`src/rtl/capt_pkg.sv`:
```
package capt_pkg;

    typedef enum logic [1:0] {
        ST_IDLE      = 2'd0,
        ST_WAIT_TICK = 2'd1,
        ST_WAIT_SLOT = 2'd2
    } sweep_state_t;

    typedef enum logic [1:0] {
        MODE_AUTO  = 2'd0,
        MODE_FREE  = 2'd1,
        MODE_HOLD  = 2'd2,
        MODE_HOLD2 = 2'd3
    } run_mode_t;

endpackage

```
`src/rtl/capt_prescale.sv`:
```
module capt_prescale #(
    parameter int PRE_DIV   = 5,
    parameter int NUM_RATES = 12,
    parameter int SEL_W     = 4
) (
    input  logic             clk,
    input  logic             rst_n,
    input  logic             hold,
    input  logic [SEL_W-1:0] rate_sel,
    output logic             tick
);
    localparam int DIV_W = $clog2(PRE_DIV);
    localparam int BIN_W = NUM_RATES - 1;
    localparam logic [DIV_W-1:0] DIV_LAST = DIV_W'(PRE_DIV - 1);
    localparam logic [SEL_W-1:0] SEL_MAX  = SEL_W'(NUM_RATES - 1);
    localparam logic [BIN_W:0]   ONE      = (BIN_W + 1)'(1);

    logic [DIV_W-1:0] div_q;
    logic [BIN_W-1:0] bin_q;
    logic [SEL_W-1:0] eff_sel;
    logic [BIN_W:0]   span;
    logic [BIN_W-1:0] mask;
    logic             div_wrap;

    // Clamp the selector, then build a mask of the binary stages in use.
    always_comb begin
        eff_sel = (rate_sel > SEL_MAX) ? SEL_MAX : rate_sel;
        span    = (ONE << eff_sel) - ONE;
        mask    = span[BIN_W-1:0];
    end

    assign div_wrap = (div_q == DIV_LAST);

    always_ff @(posedge clk or negedge rst_n) begin
        if (!rst_n) begin
            div_q <= '0;
            bin_q <= '0;
        end else if (hold) begin
            div_q <= '0;
            bin_q <= '0;
        end else if (div_wrap) begin
            div_q <= '0;
            bin_q <= bin_q + BIN_W'(1);
        end else begin
            div_q <= div_q + DIV_W'(1);
        end
    end

    assign tick = !hold && div_wrap && ((bin_q & mask) == mask);

endmodule

```
`src/rtl/capt_trig.sv`:
```
module capt_trig #(
    parameter int SYNC_STAGES = 2,
    parameter int TO_CYCLES   = 65536
) (
    input  logic clk,
    input  logic rst_n,
    input  logic trig_raw,
    input  logic trig_fall,
    output logic trig_edge,
    output logic quiet
);
    localparam int TO_W = $clog2(TO_CYCLES + 1);
    localparam logic [TO_W-1:0] TO_LOAD = TO_W'(TO_CYCLES);

    // Synchronizer stages plus one history flop for edge detection.
    logic [SYNC_STAGES:0] chain_q;
    logic [TO_W-1:0]      quiet_cnt_q;
    logic                 lvl_now;
    logic                 lvl_prev;

    always_ff @(posedge clk or negedge rst_n) begin
        if (!rst_n) chain_q <= '0;
        else        chain_q <= {chain_q[SYNC_STAGES-1:0], trig_raw};
    end

    assign lvl_now   = chain_q[SYNC_STAGES-1];
    assign lvl_prev  = chain_q[SYNC_STAGES];
    assign trig_edge = trig_fall ? (lvl_prev & ~lvl_now) : (lvl_now & ~lvl_prev);

    always_ff @(posedge clk or negedge rst_n) begin
        if (!rst_n)                  quiet_cnt_q <= TO_LOAD;
        else if (trig_edge)          quiet_cnt_q <= TO_LOAD;
        else if (quiet_cnt_q != '0)  quiet_cnt_q <= quiet_cnt_q - TO_W'(1);
    end

    assign quiet = (quiet_cnt_q == '0);

endmodule

```
`src/rtl/capt_seq.sv`:
```
module capt_seq
    import capt_pkg::*;
#(
    parameter int DATA_W = 8,
    parameter int ADDR_W = 8
) (
    input  logic              clk,
    input  logic              rst_n,
    input  logic              hold,
    input  logic              tick,
    input  logic              start,
    input  logic              disp_phase,
    input  logic [DATA_W-1:0] sample_in,
    output logic [ADDR_W-1:0] wr_addr,
    output logic [DATA_W-1:0] wr_data,
    output logic              wr_en,
    output logic              sweep_active
);
    localparam logic [ADDR_W-1:0] ADDR_LAST = '1;

    sweep_state_t      state_q;
    sweep_state_t      state_d;
    logic [ADDR_W-1:0] addr_q;
    logic [DATA_W-1:0] smp_q;

    // Next-state logic; hold freezes every transition.
    always_comb begin
        state_d = state_q;
        if (!hold) begin
            unique case (state_q)
                ST_IDLE:      if (start)       state_d = ST_WAIT_TICK;
                ST_WAIT_TICK: if (tick)        state_d = ST_WAIT_SLOT;
                ST_WAIT_SLOT: if (!disp_phase) state_d = (addr_q == ADDR_LAST) ? ST_IDLE : ST_WAIT_TICK;
                default:                       state_d = ST_IDLE;
            endcase
        end
    end

    always_ff @(posedge clk or negedge rst_n) begin
        if (!rst_n) state_q <= ST_IDLE;
        else        state_q <= state_d;
    end

    // Outputs decoded from the state register.
    always_comb begin
        wr_en        = (state_q == ST_WAIT_SLOT) && !disp_phase && !hold;
        sweep_active = (state_q != ST_IDLE);
        wr_addr      = addr_q;
        wr_data      = smp_q;
    end

    // Datapath: sample latch and sweep address (wraps to zero after the last write).
    always_ff @(posedge clk or negedge rst_n) begin
        if (!rst_n) begin
            addr_q <= '0;
            smp_q  <= '0;
        end else begin
            if (state_q == ST_WAIT_TICK && tick) smp_q <= sample_in;
            if (wr_en) addr_q <= addr_q + ADDR_W'(1);
        end
    end

endmodule

```
`src/rtl/capt_sweep_ctrl.sv`:
```
module capt_sweep_ctrl
    import capt_pkg::*;
#(
    parameter int DATA_W    = 8,
    parameter int ADDR_W    = 8,
    parameter int PRE_DIV   = 5,
    parameter int NUM_RATES = 12,
    parameter int SEL_W     = 4,
    parameter int TO_CYCLES = 65536
) (
    input  logic              clk,
    input  logic              rst_n,
    input  logic [DATA_W-1:0] adc_data,
    input  logic              trig_raw,
    input  logic              trig_fall,
    input  logic [1:0]        mode_sel,
    input  logic [SEL_W-1:0]  tb_sel,
    input  logic              disp_phase,
    output logic [ADDR_W-1:0] wr_addr,
    output logic [DATA_W-1:0] wr_data,
    output logic              wr_en,
    output logic              sweep_active
);
    run_mode_t mode;
    logic      hold;
    logic      tick;
    logic      trig_edge;
    logic      quiet;
    logic      start;

    assign mode = run_mode_t'(mode_sel);
    assign hold = (mode == MODE_HOLD) || (mode == MODE_HOLD2);

    capt_prescale #(
        .PRE_DIV  (PRE_DIV),
        .NUM_RATES(NUM_RATES),
        .SEL_W    (SEL_W)
    ) u_pre (
        .clk     (clk),
        .rst_n   (rst_n),
        .hold    (hold),
        .rate_sel(tb_sel),
        .tick    (tick)
    );

    capt_trig #(
        .SYNC_STAGES(2),
        .TO_CYCLES  (TO_CYCLES)
    ) u_trig (
        .clk      (clk),
        .rst_n    (rst_n),
        .trig_raw (trig_raw),
        .trig_fall(trig_fall),
        .trig_edge(trig_edge),
        .quiet    (quiet)
    );

    // Start-event selection per run mode.
    always_comb begin
        unique case (mode)
            MODE_AUTO: start = trig_edge | (quiet & tick);
            MODE_FREE: start = tick;
            default:   start = 1'b0;
        endcase
    end

    capt_seq #(
        .DATA_W(DATA_W),
        .ADDR_W(ADDR_W)
    ) u_seq (
        .clk         (clk),
        .rst_n       (rst_n),
        .hold        (hold),
        .tick        (tick),
        .start       (start),
        .disp_phase  (disp_phase),
        .sample_in   (adc_data),
        .wr_addr     (wr_addr),
        .wr_data     (wr_data),
        .wr_en       (wr_en),
        .sweep_active(sweep_active)
    );

endmodule

```
`config.mk`:
```
export PLATFORM = sky130hd
export DESIGN_NAME = capt_sweep_ctrl
export DESIGN_NICKNAME = d
export VERILOG_FILES = /design/src/rtl/capt_pkg.sv /design/src/rtl/capt_prescale.sv /design/src/rtl/capt_trig.sv /design/src/rtl/capt_seq.sv /design/src/rtl/capt_sweep_ctrl.sv
export SDC_FILE = /design/constraint.sdc
export NUM_CORES = 1
export LEC_CHECK = 0
export ABC_AREA = 0
export BUFFER_PORTS_ARGS = -buffer_cell sky130_fd_sc_hd__clkbuf_2
export CELL_PAD_IN_SITES_DETAIL_PLACEMENT = 1
export CELL_PAD_IN_SITES_GLOBAL_PLACEMENT = 1
export CORE_MARGIN = 8
export CORE_UTILIZATION = 45
export DETAILED_ROUTE_END_ITERATION = 16
export PLACE_DENSITY = 0.88
export RECOVER_POWER = 100
export SLEW_MARGIN = 0
export SYNTH_ARGS = -nofsm -noshare
export SYNTH_HDL_FRONTEND = slang
export SYNTH_HIERARCHICAL = 1
export SYNTH_SLANG_ARGS = --single-unit
```
`constraint.sdc`:
```
create_clock -name clk -period 3.4 [get_ports clk]
set_input_delay 0.51 -clock clk [delete_from_list [all_inputs] [get_ports clk]]
set_output_delay 0.51 -clock clk [all_outputs]
set_load 0.03 [all_outputs]
```
; Word-level counts from Yosys, hierarchy flattened
; Index checks and enable logic that the tools add are counted.
[totals]
register_bits = 52
input_bits = 19
wordCells = 63
[classes]
add_sub_neg = 5
n_lt_le_gt_ge = 1
n_eq_ne = 11
shifts = 1
mux = 14
bitwise = 8
reduce_logical = 16
[op_table]
columns = operator, count
row1 = two-way mux 17 bit, 2
row2 = two-way mux 11 bit, 2
row3 = zero test 17 bit, 1
row4 = nonzero test 17 bit, 1
row5 = "subtractor 17 x 1 -> 17 bit, second input constant", 1
row6 = "adder 11 x 1 -> 11 bit, second input constant", 1
row7 = bitwise AND 11 bit, 1
row8 = equality test 11 bit, 1
row9 = "left shift 1 x 4 -> 11 bit, first input constant", 1
row10 = "subtractor 11 x 1 -> 11 bit, second input constant", 1
row11 = "adder 8 x 1 -> 8 bit, second input constant", 1
row12 = "equality test 8 bit, second input constant", 1
row13 = "equality test 2 bit, second input constant", 3
row14 = two-way mux 2 bit, 3
row15 = two-way mux 3 bit, 2
row16 = "!= test 2 bit, second input constant", 3
row17 = one-hot mux 2 bit (3 select lines), 1
row18 = nonzero test 2 bit, 3
row19 = logical AND 1 bit, 5
row20 = "equality test 2 x 1 -> 1 bit, second input constant", 2
row21 = "greater-than comparator 4 bit, second input constant", 1
row22 = zero test 2 bit, 2
row23 = two-way mux 4 bit, 1
row24 = AND reduction 4 bit, 1
row25 = 9 further kinds, 15

; Depth between registers and ports, before layout
; Gate-level depths: netlist (run 1).
[depth]
word_depth = 12
ltp_mapped = 13
ltp_nobuf = 12

; Cells and area by module
; Netlist (run 1), hierarchy kept.
[modules_own_cells]
columns = module, instances, cells_each, area_per_inst_um2
row1 = capt_trig, 1, 105, 1029.7
row2 = capt_prescale, 1, 102, 893.4
row3 = capt_seq, 1, 57, 778.2
row4 = capt_sweep_ctrl, 1, 4, 31.3

; Least setup slack after synthesis (run 1)
; Ideal clock, no wire load.
[synth_path]
kind = input port to flip-flop
from = in tb_sel[3]
to = reg u_seq.state_q[0]
setup_time_ns = 0.079
arrival_time_ns = 2.834
required_ns = 3.321
path_slack_ns = 0.487
stages = 13
path_cell_list = clkbuf_1 > nor2_1 > nand3b_1 > ha_1 > nor2_1 > a2111oi_0 > o211ai_1 > nor4_1 > o21ai_1 > a21oi_2 > mux2i_1 > a211oi_1 > mux2i_1
[synth_between]
elab_chain_len = 12
word_cells_on_any_way = 13
cone_classes = add/sub: 1 / order compare: 1 / eq/ne: 3 / shift: 1 / mux: 2 / bitwise: 3 / reduce/logical: 2
[synth_rtl]
columns = element, line
row1 = "start, declared", capt_sweep_ctrl.sv:17  ; input logic [SEL_W-1:0] tb_sel,
row2 = greater-than comparator 4 bit, capt_prescale.sv:27  ; eff_sel = (rate_sel > SEL_MAX) ? SEL_MAX : rate_sel;
row3 = two-way mux 4 bit (*), capt_prescale.sv:27
row4 = left shift 1 x 4 -> 11 bit (*), capt_prescale.sv:28  ; span = (ONE << eff_sel) - ONE;
row5 = subtractor 11 x 1 -> 11 bit (*), capt_prescale.sv:28
row6 = bitwise AND 11 bit, capt_prescale.sv:49  ; assign tick = !hold && div_wrap && ((bin_q & mask) == mask);
row7 = equality test 11 bit (*), capt_prescale.sv:49
row8 = logical AND 1 bit (*), capt_prescale.sv:49
row9 = net tick, capt_sweep_ctrl.sv:26  ; logic tick;
row10 = bitwise AND 1 bit, capt_sweep_ctrl.sv:61  ; MODE_AUTO: start = trig_edge | (quiet & tick);
row11 = bitwise OR 1 bit, capt_sweep_ctrl.sv:61
row12 = one-hot mux 1 bit (2 select lines) (*), capt_sweep_ctrl.sv:60  ; unique case (mode)
row13 = net start, capt_sweep_ctrl.sv:29  ; logic start;
row14 = != test 2 bit (no line) (*), --
row15 = AND reduction 4 bit (no line) (*), --
row16 = "end signal, assigned", capt_seq.sv:41  ; else state_q <= state_d;
row17 = "end, declared", capt_seq.sv:21  ; sweep_state_t state_q;
; Mark *: on every way through the listed nets, which the timed path passes. The rest lies on a longest branch.
; A chain may end at the register's enable or synchronous reset.

; Worst setup path in the final report (run 1)
; Ends and elaborated chain as after synthesis.

==> impl_results.md, run 1 <==
- Main area contributors after synthesis: dfrtp_1 47%, xnor2_1 4.5%, mux2_2 3.7%
- Post-synth top cells: 51 x dfrtp_1, 24 x nor2_1, 17 x a21oi_1
- Overall routing resource usage: 0.1602
- RSZ-0062 raised after global routing: false
- Mapped Area: 2733 um^2
- # placed instances: 372
- Minimum clock period: 3.065 ns
- Worst path max stage delay: 0.46 ns
- Unique masters post-synth: 50
- Critical path launch point type: primary input
- Sequence of cells on the critical path: clkbuf_2 > nor2_1 > nand3b_1 > ha_1 > nor2_1 > a2111oi_0 > o211ai_1 > nor4_2 > o21ai_1 > a21oi_2 > mux2i_1 > a211oi_1 > mux2i_1
- Vias/cell: 5.918
- CTS Hold Bufs: 0
- Total gr overflow: 0
- Placement row count: 28
- Detailed-placement wirelength estimate: 4770 um
- Antenna viol nets, final: 0
- H-tree Lvls: 2
- CTS tree: done
- FMAX: 326.3 MHz
- Avg Inst Size Synth: 10.20 um^2
- Max-slew violations: 50
- Synthesized instance count: 268
- Core area: 5886 um^2
- TritonCTS Buffers: 5
- Finished Layout Cells: 380
- Share of cells above drive strength 1: 0.1475
- Pre-antenna DRT Iters: 4
- Synth top area share: 0.4670
- Reg clk slew, reported paths: 0.09 ns
- CP endpoint kind: flop
- Register area: 1303 um^2
- YS warnings: 6
- Final #Nets: 329
- Via count: 2,249
- Clock sink count: 52
- First-pass GRT wire length: 11,510 um
- Final Hold Violating Endpoints: 0
- Main synth FF type: dfrtp_1
- Power Dens Cells: 527.5 nW/um^2
- TNS Setup: 0 ns
- Status: complete, but fails checks
- Initial antenna violation count: 0
- Area leader, netlist: dfrtp_1
- Total Wirelength: 6533 um
- Crit share post-route: 0.9014
- HP Class: in -> reg
- Number of synthesized flops with an enable pin: 0
- Critical path class: in -> reg
- Starting DRT DRC Count: 68
- Port Buffer Count: 36
- Total power: 1.593 mW
- Setup violators final: 0
- CP max FO: 8
- Slowest cell on the critical path: nor4_2
- Clk root buf: clkbuf_8
- Later-pin clock latency in the skew report: 0.30 ns
- Post-CTS setup repair buffer count: 0
- GP Congestion: 0.7854
- Critical path required time: 3.63 ns
- Drt drc: 0
- Failing checks: max-capacitance violations, max-slew violations
- Slew @ Worst Pin: 2.148 ns
- Crit path DAT: 3.29 ns
- Crit path buf inv count: 1
- Die area: 8822 um^2
- Longest Clk Path Bufs: 2
- Async set-reset flop share out of synthesis: 1.000
- Pin count of the biggest net entering global routing: 40
- Ports: 37
- Multi-input gate area: 1320 um^2
- Slew HR: -0.4318
- Die X: 93.93 um
- Diode count: 0
- #FFs+latches synth: 52
- FILL cells: 711
- Die height: 93.93 um
- Max VDD drop: 0.3567 mV
- Drt wl/cell: 17.19 um
- Critical path's top delay family: compound AO/OA/AOI/OAI gates
- Clock Skews: 0.003798 ns
- Max Cap Viol: 2
- Leakage: 1.290 nW
- Area delta synth->final: 10.49%
- Register area share after synthesis: 0.4766
- Post-Syn Nets: 293
- Top-count cell post-synth: dfrtp_1
- Starting Density: 0.4643
- Vias in the first global route: 2,420
-- state kept, by name (all words and copies together), names as in the netlist --
name,flops
u_pre/bin_q,11
u_pre/div_q,3
u_seq/state_q,2
u_seq/wr_addr,8
u_seq/wr_data,8
u_trig/chain_q,3
u_trig/quiet_cnt_q,17
-- path summary, 6_finish.rpt --
check | startpoint | slack, ns | cells after the start | to
hold reg to reg | u_trig/chain_q[0]$_DFF_PN0_ | 0.36 | 0 | u_trig/chain_q[1]$_DFF_PN0_
setup / recovery | tb_sel[3] | 0.34 | 13 | u_seq/state_q[0]$_DFFE_PN0P_
hold / removal | trig_raw | 0.31 | 1 | u_trig/chain_q[0]$_DFF_PN0_
setup reg to reg | u_pre/div_q[0]$_DFF_PN0_ | 0.41 | 11 | u_seq/state_q[0]$_DFFE_PN0P_
min in group asynchronous | rst_n | 0.83 | 1 | u_trig/quiet_cnt_q[0]$_DFFE_PN0P_
max in group asynchronous | rst_n | 1.05 | 2 | u_trig/quiet_cnt_q[4]$_DFFE_PN0P_
-- per-stage QoR --
stage          utilization  hold slack (ns)  setup WS, ns  instance area, um^2
2_1_floorplan            -           0.2144        0.4867                 2733
3_3_place_gp        0.5057           0.3393        0.2400                 2977
3_5_place_dp        0.5057           0.3363       -0.1028                 2977
4_1_cts             0.5210           0.3018        0.1652                 3067
5_1_grt             0.5130           0.2973       0.06093                 3019
6_report            0.5130           0.3080        0.3352                 3019
-- cell usage in the layout, fill, tap and decap left out, types with 2 or more instances in the layout --
cell type,instances
or2_2,3
clkbuf_1,22
mux2_2,9
clkbuf_8,6
a211oi_1,2
or4_1,11
or3_2,2
or3_1,6
a21oi_1,17
ha_1,6
and3b_1,2
mux2i_1,4
nand3_1,3
nor4b_1,3
nor2_1,24
o211ai_1,4
o31ai_1,9
nor3_1,7
o21ai_0,11
or4b_1,2
clkbuf_2,17
and3_1,3
nor4_1,8
dfrtp_1,51
xor2_1,3
xnor2_1,14
inv_1,12
nand4_1,10
nand2_1,13
-- metal layers --
metal	vias up	wire length, um	GRT usage
li1	1058	-	-
met1	1130	2942	0.1974
met2	51	3135	0.2602
met3	10	323	0.04396
met4	0	131	0.06077
met5	-	0	0
-- cells by family (layout without fill, tap and decap cells) --
logic type      after synthesis  in the layout  synth area share
simple gates                109            109            0.2409
flops                        52             52            0.4766
xor+xnor                     17             17           0.05449
buf+inv                      21             58           0.03297
compound gates               50             50            0.1158
fa+ha+maj                     6              6           0.02747
mux                          13             13           0.05174
-- power breakdown --
group | internal, mW | switching [mW]
Clock | 0.166 | 0.194
Sequential | 0.704 | 0.103
Combinational | 0.179 | 0.245
-- repair_timing --
item / in CTS / in global routing
setup endpoints to repair: 0 / 9
gates resized for setup: 0 / 1
endpoints found under the hold margin: 0 / 0
-- layout make-up --
class                   instances  share of cell area
inverters                      12             0.01492
multi-input cells             195              0.4372
clock buffers                   8             0.02984
well taps                      75             0.03108
flip-flops and latches         52              0.4314
repair buffers                 38             0.05553
Note: power is estimated with default switching activity, not from simulation.
==> run 2, diff against run 1 <==
--- a/config.mk
+++ b/config.mk
@@ -10,9 +10,10 @@
 export CELL_PAD_IN_SITES_DETAIL_PLACEMENT = 1
 export CELL_PAD_IN_SITES_GLOBAL_PLACEMENT = 1
 export CORE_MARGIN = 8
-export CORE_UTILIZATION = 45
+export CORE_UTILIZATION = 46
+export CTS_BUF_LIST = sky130_fd_sc_hd__clkbuf_8
 export DETAILED_ROUTE_END_ITERATION = 16
-export PLACE_DENSITY = 0.88
+export PLACE_DENSITY = 0.89
 export RECOVER_POWER = 100
 export SLEW_MARGIN = 0
 export SYNTH_ARGS = -nofsm -noshare
==> constraint.sdc (replaced) <==
create_clock -name clk -period 3.3 [get_ports clk]
set_input_delay 0.495 -clock clk [delete_from_list [all_inputs] [get_ports clk]]
set_output_delay 0.495 -clock clk [all_outputs]
set_load 0.03 [all_outputs]
==> run 2 against run 1 <==
Global-route usage grew 0.055 points. Design area rose by 0.41%. Critical endpoint unchanged. Clock power grew 3%. The run still ends with max-capacitance violations, max-slew violations left. Power increased by 3.3%. Sequential share of layout area down 0.18 points. First-iteration DRC count increased by 4.4%.
==> impl_results.md, run 2 (synthesis gave the netlist of run 1 again) <==
- Via count: 2,229 (-0.89%)
- Final Hold Violating Endpoints: 0 (unchanged)
- Hold path startpoint: trig_raw
- Biggest register: u_trig/quiet_cnt_q
- Total gr overflow: 0 (unchanged)
- Core area: 5816 um^2 (-1.2%)
- Drt drc: 0 (unchanged)
- Crit path DAT: 3.38 ns (+0.09 ns)
- Failing checks: max-capacitance violations, max-slew violations
- Die area: 8663 um^2 (-1.8%)
- Clk root buf: clkbuf_8
- Later-pin clock latency in the skew report: 0.30 ns (about the same)
- Highest routed layer: met4
- Setup violators final: 0 (unchanged)
- Vias in the first global route: 2,455 (+1.4%)
- Status: complete, but fails checks
- Total Wirelength: 6612 um (+1.2%)
- Max VDD drop: 0.3298 mV (-7.5%)
- Antenna viol nets, final: 0 (unchanged)
- Pre-CTS setup slack: -0.08603 ns (+0.01680 ns)
- Die X: 93.08 um (-0.90%)
- Overall routing resource usage: 0.1608 (+0.0005536)
- H-tree Lvls: 2 (unchanged)
- Starting Density: 0.4699 (+0.005594)
- Max-slew violations: 42 (-16%)
- Met2 routed WL: 3518 um (+12%)
- Area delta synth->final: 10.94%
- Met1 WL: 2731 um (-7.2%)
- CP endpoint kind: flop
- FF-to-FF path depth: 11 (unchanged)
- Post-route setup slack: 0.1528 ns (-0.1824 ns)
- Pin count of the biggest net entering global routing: 32 (-20%)
- Starting DRT DRC Count: 71 (+4.4%)
- Critical path class: in -> reg
- Die height: 93.08 um (-0.90%)
- GP Congestion: 0.7539 (-4.0%)
- Finished Layout Cells: 381 (+0.26%)
- Slew HR: -0.09368 (+0.3381)
- CTS Hold Bufs: 0 (unchanged)
- Leakage: 1.301 nW (+0.87%)
- Vias/cell: 5.850 (-1.1%)
- Pre-antenna DRT Iters: 4 (unchanged)
- Largest registers: u_trig/quiet_cnt_q: 17 flops, u_pre/bin_q: 11 flops
- Critical path launch point type: primary input
- WHS: 0.2934 ns (-0.01456 ns)
- Util after Layout: 0.5213 (+0.008331)
- Placement row count: 28 (unchanged)
- Clock sink count: 52 (unchanged)
- Final #Nets: 330 (+0.30%)
- Commonest non-fill, non-tap cell in the layout: dfrtp_1
- First-pass GRT wire length: 11,460 um (-0.43%)
- Clock Skews: 0.005649 ns (+0.001850 ns)
- TritonCTS Buffers: 5 (unchanged)
- Hold path depth: 1 (unchanged)
- Port Buffer Count: 36 (unchanged)
- Minimum clock period: 3.147 ns
- Hold Path Sink: u_trig/chain_q[0]$_DFF_PN0_
- Detailed-placement wirelength estimate: 5023 um (+5.3%)
- Worst r2r dst: u_seq/state_q[0]$_DFFE_PN0P_
- Critical path required time: 3.53 ns (-0.10 ns)
- Slew @ Worst Pin: 1.641 ns (-0.5072 ns)
- Worst R2R Setup Slack: 0.18 ns (-0.23 ns)
- CP max FO: 8 (unchanged)
- Crit share post-route: 0.9537
- FMAX: 317.7 MHz
- Diode count: 0 (unchanged)
- Power Dens Cells: 542.6 nW/um^2 (+2.9%)
- Initial antenna violation count: 0 (unchanged)
- # placed instances: 373 (+0.27%)
- Ports: 37 (unchanged)
- Longest Clk Path Bufs: 2 (unchanged)
- Max Cap Viol: 2 (unchanged)
- HP Class: in -> reg
- CTS tree: done
- Share of cells above drive strength 1: 0.1569 (+0.009322)
- Reg clk slew, reported paths: 0.09 ns (about the same)
- Highest-count cells in the layout ignoring fill and taps: 51 x dfrtp_1, 24 x nor2_1, 19 x clkbuf_1
- WL met3: 230 um (-29%)
- Drt wl/cell: 17.35 um (+0.94%)
- Reg2reg start: u_pre/div_q[1]$_DFF_PN0_
- Number of flip-flops in the largest register: 17 (unchanged)
==> run 2: changes by cell type in the layout (fill, tap and decap cells not counted) <==
cell,change
clkbuf_1,-3
buf_4,+1
clkbuf_2,+1
inv_1,+1
clkinvlp_4,+1
==> run 2: worst max-delay path by stage <==
stage,startpoint,slack [ns],to,cells past startpoint
after CTS,u_pre/div_q[0]$_DFF_PN0_,0.15,u_seq/state_q[0]$_DFFE_PN0P_,11
after detailed placement,tb_sel[3],-0.09,u_seq/state_q[0]$_DFFE_PN0P_,13
after global routing,tb_sel[3],-0.07,u_seq/state_q[0]$_DFFE_PN0P_,13
after global placement,tb_sel[3],0.17,u_seq/state_q[0]$_DFFE_PN0P_,13
final,tb_sel[3],0.15,u_seq/state_q[0]$_DFFE_PN0P_,13
after floorplan,tb_sel[3],0.40,u_seq/state_q[0]$_DFFE_PN0P_,13
==> run 2: critical path: stages <==
cell and delay, ns:
clkbuf_2 0.14, nor2_1 0.23, nand3b_1 0.11, ha_1 0.28, nor2_1 0.04, a2111oi_0 0.47
o211ai_1 0.20, nor4_2 0.43, o21ai_1 0.16, a21oi_2 0.14, mux2i_1 0.10, a211oi_1 0.37
mux2i_1 0.22
==> run 2: final cells by class <==
type	instances	area [um^2]
multi-input cells	195	1320
flip-flops and latches	52	1303
well taps	75	93.84
inverters	12	45.04
repair buffers	39	176.4
clock buffers	6	82.58
fillers	689	2784
clock inverters	2	11.26
==> run 2: through the flow <==
step | total power [mW] | instance area (um^2) | TNS [ns]
floorplan | 1.168 | 2733 | 0
global placement | 1.273 | 2984 | 0
detailed placement | 1.320 | 2984 | -0.1244
CTS | 1.697 | 3078 | 0
global route | 1.759 | 3032 | -0.06553
finish | 1.645 | 3032 | 0
==> run 2: routing by layer <==
metal  vias to the layer above  global-route usage
li1                       1063                   -
met1                      1120              0.1855
met2                        36              0.2799
met3                        10             0.03606
met4                         0             0.06846
met5                         -                   0
==> run 2: repair_timing <==
action                                  4_1_cts  5_1_grt
setup buffers                                 0        0
resized for setup                             0        1
endpoints found under the setup margin        0        1
==> run 2: power by group <==
part / total [mW] / switching [mW] / internal, mW
Clock: 0.373 / 0.205 / 0.168
Combinational: 0.440 / 0.255 / 0.186
Sequential: 0.832 / 0.106 / 0.726
Total: 1.65 / 0.566 / 1.08
==> run 3, diff against run 2 <==
--- a/config.mk
+++ b/config.mk
@@ -10,10 +10,10 @@
 export CELL_PAD_IN_SITES_DETAIL_PLACEMENT = 1
 export CELL_PAD_IN_SITES_GLOBAL_PLACEMENT = 1
 export CORE_MARGIN = 8
-export CORE_UTILIZATION = 46
-export CTS_BUF_LIST = sky130_fd_sc_hd__clkbuf_8
+export CORE_UTILIZATION = 45
+export CTS_BUF_LIST = sky130_fd_sc_hd__clkbuf_16
 export DETAILED_ROUTE_END_ITERATION = 16
-export PLACE_DENSITY = 0.89
+export PLACE_DENSITY = 0.88
 export RECOVER_POWER = 100
 export SLEW_MARGIN = 0
 export SYNTH_ARGS = -nofsm -noshare
==> constraint.sdc (replaced) <==
create_clock -name clk -period 3.3 [get_ports clk]
set_input_delay 0.495 -clock clk [delete_from_list [all_inputs] [get_ports clk]]
set_output_delay 0.495 -clock clk [all_outputs]
set_load 0.05 [all_outputs]
==> run 3 against run 2 <==
Die area is 1.8% higher. Worst setup slack better by 0.12 ns. The flow still finishes with violations (max-capacitance violations, max-slew violations). Design area is 1.4% higher.
==> impl_results.md, run 3 (synthesis gave the netlist of run 1 again) <==
- Area delta synth->final: 12.45%
- TritonCTS Buffers: 5 (unchanged)
- Pin count of the biggest net entering global routing: 24 (-25%)
- TNS Setup: 0 ns (unchanged)
- Crit share post-route: 0.9185 (-0.03520)
- Finished Layout Cells: 381 (unchanged)
- Highest-count cells in the layout ignoring fill and taps: 51 x dfrtp_1, 24 x nor2_1, 22 x clkbuf_1
- Die X: 93.93 um (+0.91%)
- Vias/cell: 5.819 (-0.54%)
- Cell internal pwr: 1.189 mW (+10%)
- # placed instances: 373 (unchanged)
- Multi-input gate area: 1320 um^2 (unchanged)
- Drt drc: 0 (unchanged)
- Critical path class: in -> out
- WHS: 0.3141 ns (+0.02062 ns)
- Slew HR: -0.04051 (+0.05316)
- Status: complete, but fails checks
- Final Hold Violating Endpoints: 0 (unchanged)
- Crit path DAT: 2.54 ns (-0.84 ns)
- Diode count: 0 (unchanged)
- HP Class: in -> reg
- Total gr overflow: 0 (unchanged)
- Clock Skews: 0.006804 ns (+0.001155 ns)
- Longest Clk Path Bufs: 2 (unchanged)
- Share of cells above drive strength 1: 0.1471 (-0.009804)
- Number of flip-flops in the largest register: 17 (unchanged)
- Detailed-placement wirelength estimate: 4885 um (-2.7%)
- Slew @ Worst Pin: 1.539 ns (-0.1014 ns)
- Util after Layout: 0.5221 (+0.0008100)
- Switching Share: 0.3371 (-0.007072)
- Dpl cell area: 2984 um^2 (unchanged)
- Post-route setup slack: 0.2690 ns (+0.1162 ns)
- Combinational share of power: 0.252 (-0.016)
- GP Congestion: 0.8173 (+8.4%)
- Largest registers: u_trig/quiet_cnt_q: 17 flops, u_pre/bin_q: 11 flops
- Ports: 37 (unchanged)
- Pre-antenna DRT Iters: 4 (unchanged)
- Clock sink count: 52 (unchanged)
- Clock power frac: 0.283 (+0.056)
- Placement row count: 28 (unchanged)
- Pre-CTS setup slack: -0.08748 ns (-0.001444 ns)
- CP endpoint kind: output pin
- Core area: 5886 um^2 (+1.2%)
- Total power: 1.793 mW (+9.0%)
- FILL cells: 704 (+2.2%)
- Drt wl/cell: 17.60 um (+1.4%)
- Reg clk slew, reported paths: 0.06 ns (-0.03 ns)
- Overall routing resource usage: 0.1633 (+0.002531)
- Critical path launch point type: primary input
- First-pass GRT wire length: 11,720 um (+2.3%)
- Starting DRT DRC Count: 146 (+110%)
- H-tree Lvls: 2 (unchanged)
- Power Dens Cells: 583.6 nW/um^2 (+7.6%)
- Die area: 8822 um^2 (+1.8%)
- RSZ-0062 raised after global routing: false
- Design Area, Final: 3073 um^2 (+1.4%)
- Commonest non-fill, non-tap cell in the layout: dfrtp_1
- Register area: 1303 um^2 (unchanged)
- Max Cap Viol: 1 (-1)
- Clk root buf: clkbuf_16
- Via count: 2,217 (-0.54%)
- Final #Nets: 330 (unchanged)
- Setup violators final: 0 (unchanged)
- Port Buffer Count: 36 (unchanged)
- CP max FO: 19 (+11)
- Flop pwr share: 0.465 (-0.041)
- Total Wirelength: 6705 um (+1.4%)
- Minimum clock period: 3.031 ns (-0.1162 ns)
- Sw Pwr: 0.6044 mW (+6.8%)
- Starting Density: 0.4643 (-0.005594)
- Failing checks: max-capacitance violations, max-slew violations
- Die height: 93.93 um (+0.91%)
- Initial antenna violation count: 0 (unchanged)
- Antenna viol nets, final: 0 (unchanged)
- Max VDD drop: 0.2718 mV (-18%)
- CTS tree: done
- CTS Hold Bufs: 0 (unchanged)
- Critical path required time: 2.80 ns (-0.73 ns)
- Biggest register: u_trig/quiet_cnt_q
- Vias in the first global route: 2,437 (-0.73%)
- Leakage: 1.314 nW (+0.96%)
- FMAX: 329.9 MHz (+3.8%)
- Max-slew violations: 10 (-76%)
- Later-pin clock latency in the skew report: 0.29 ns (about the same)
-- run 3: layout make-up --
type / count / area share
inverter: 12 / 0.01466
sequential: 52 / 0.4239
clock inverter: 3 / 0.005293
multi-input combinational: 195 / 0.4296
tap: 75 / 0.03054
timing repair buffer: 39 / 0.05537
clock buffer: 5 / 0.04072
-- run 3: power groups by stage --
stage	clock network (mW)	registers, mW	logic [mW]
floorplan	0	0.813	0.358
global placement	0	0.833	0.440
detailed placement	0	0.844	0.469
CTS	0.522	0.835	0.483
global route	0.543	0.852	0.505
finish	0.507	0.835	0.452
-- run 3: timing repair --
| action | in CTS | in global routing |
|---|---|---|
| gates resized for setup | 0 | 1 |
| setup endpoints to repair | 0 | 9 |
| buffers inserted | 0 | 0 |
| hold endpoints to repair | 0 | 0 |
-- run 3: final timing paths --
kind,start,to,slack (ns),cells after the start
hold reg to reg,u_trig/chain_q[0]$_DFF_PN0_,u_trig/chain_q[1]$_DFF_PN0_,0.35,0
hold / removal,trig_raw,u_trig/chain_q[0]$_DFF_PN0_,0.31,1
setup / recovery,mode_sel[1],wr_en,0.27,4
max in group asynchronous,rst_n,u_pre/bin_q[6]$_DFFE_PN0P_,1.53,2
min in group asynchronous,rst_n,u_trig/quiet_cnt_q[3]$_DFFE_PN0P_,0.43,1
setup reg to reg,u_pre/div_q[0]$_DFF_PN0_,u_seq/state_q[0]$_DFFE_PN0P_,0.42,11
-- run 3: routing by layer --
layer	wire length, um	GRT usage
met1	2914	0.1917
met2	3421	0.2835
met3	261	0.03677
met4	108	0.05945
met5	0	0
-- run 3: critical path, cell delays in order --
cell and delay (ns):
clkbuf_1 0.09, buf_4 0.20, nor4b_1 1.27, clkbuf_2 0.47
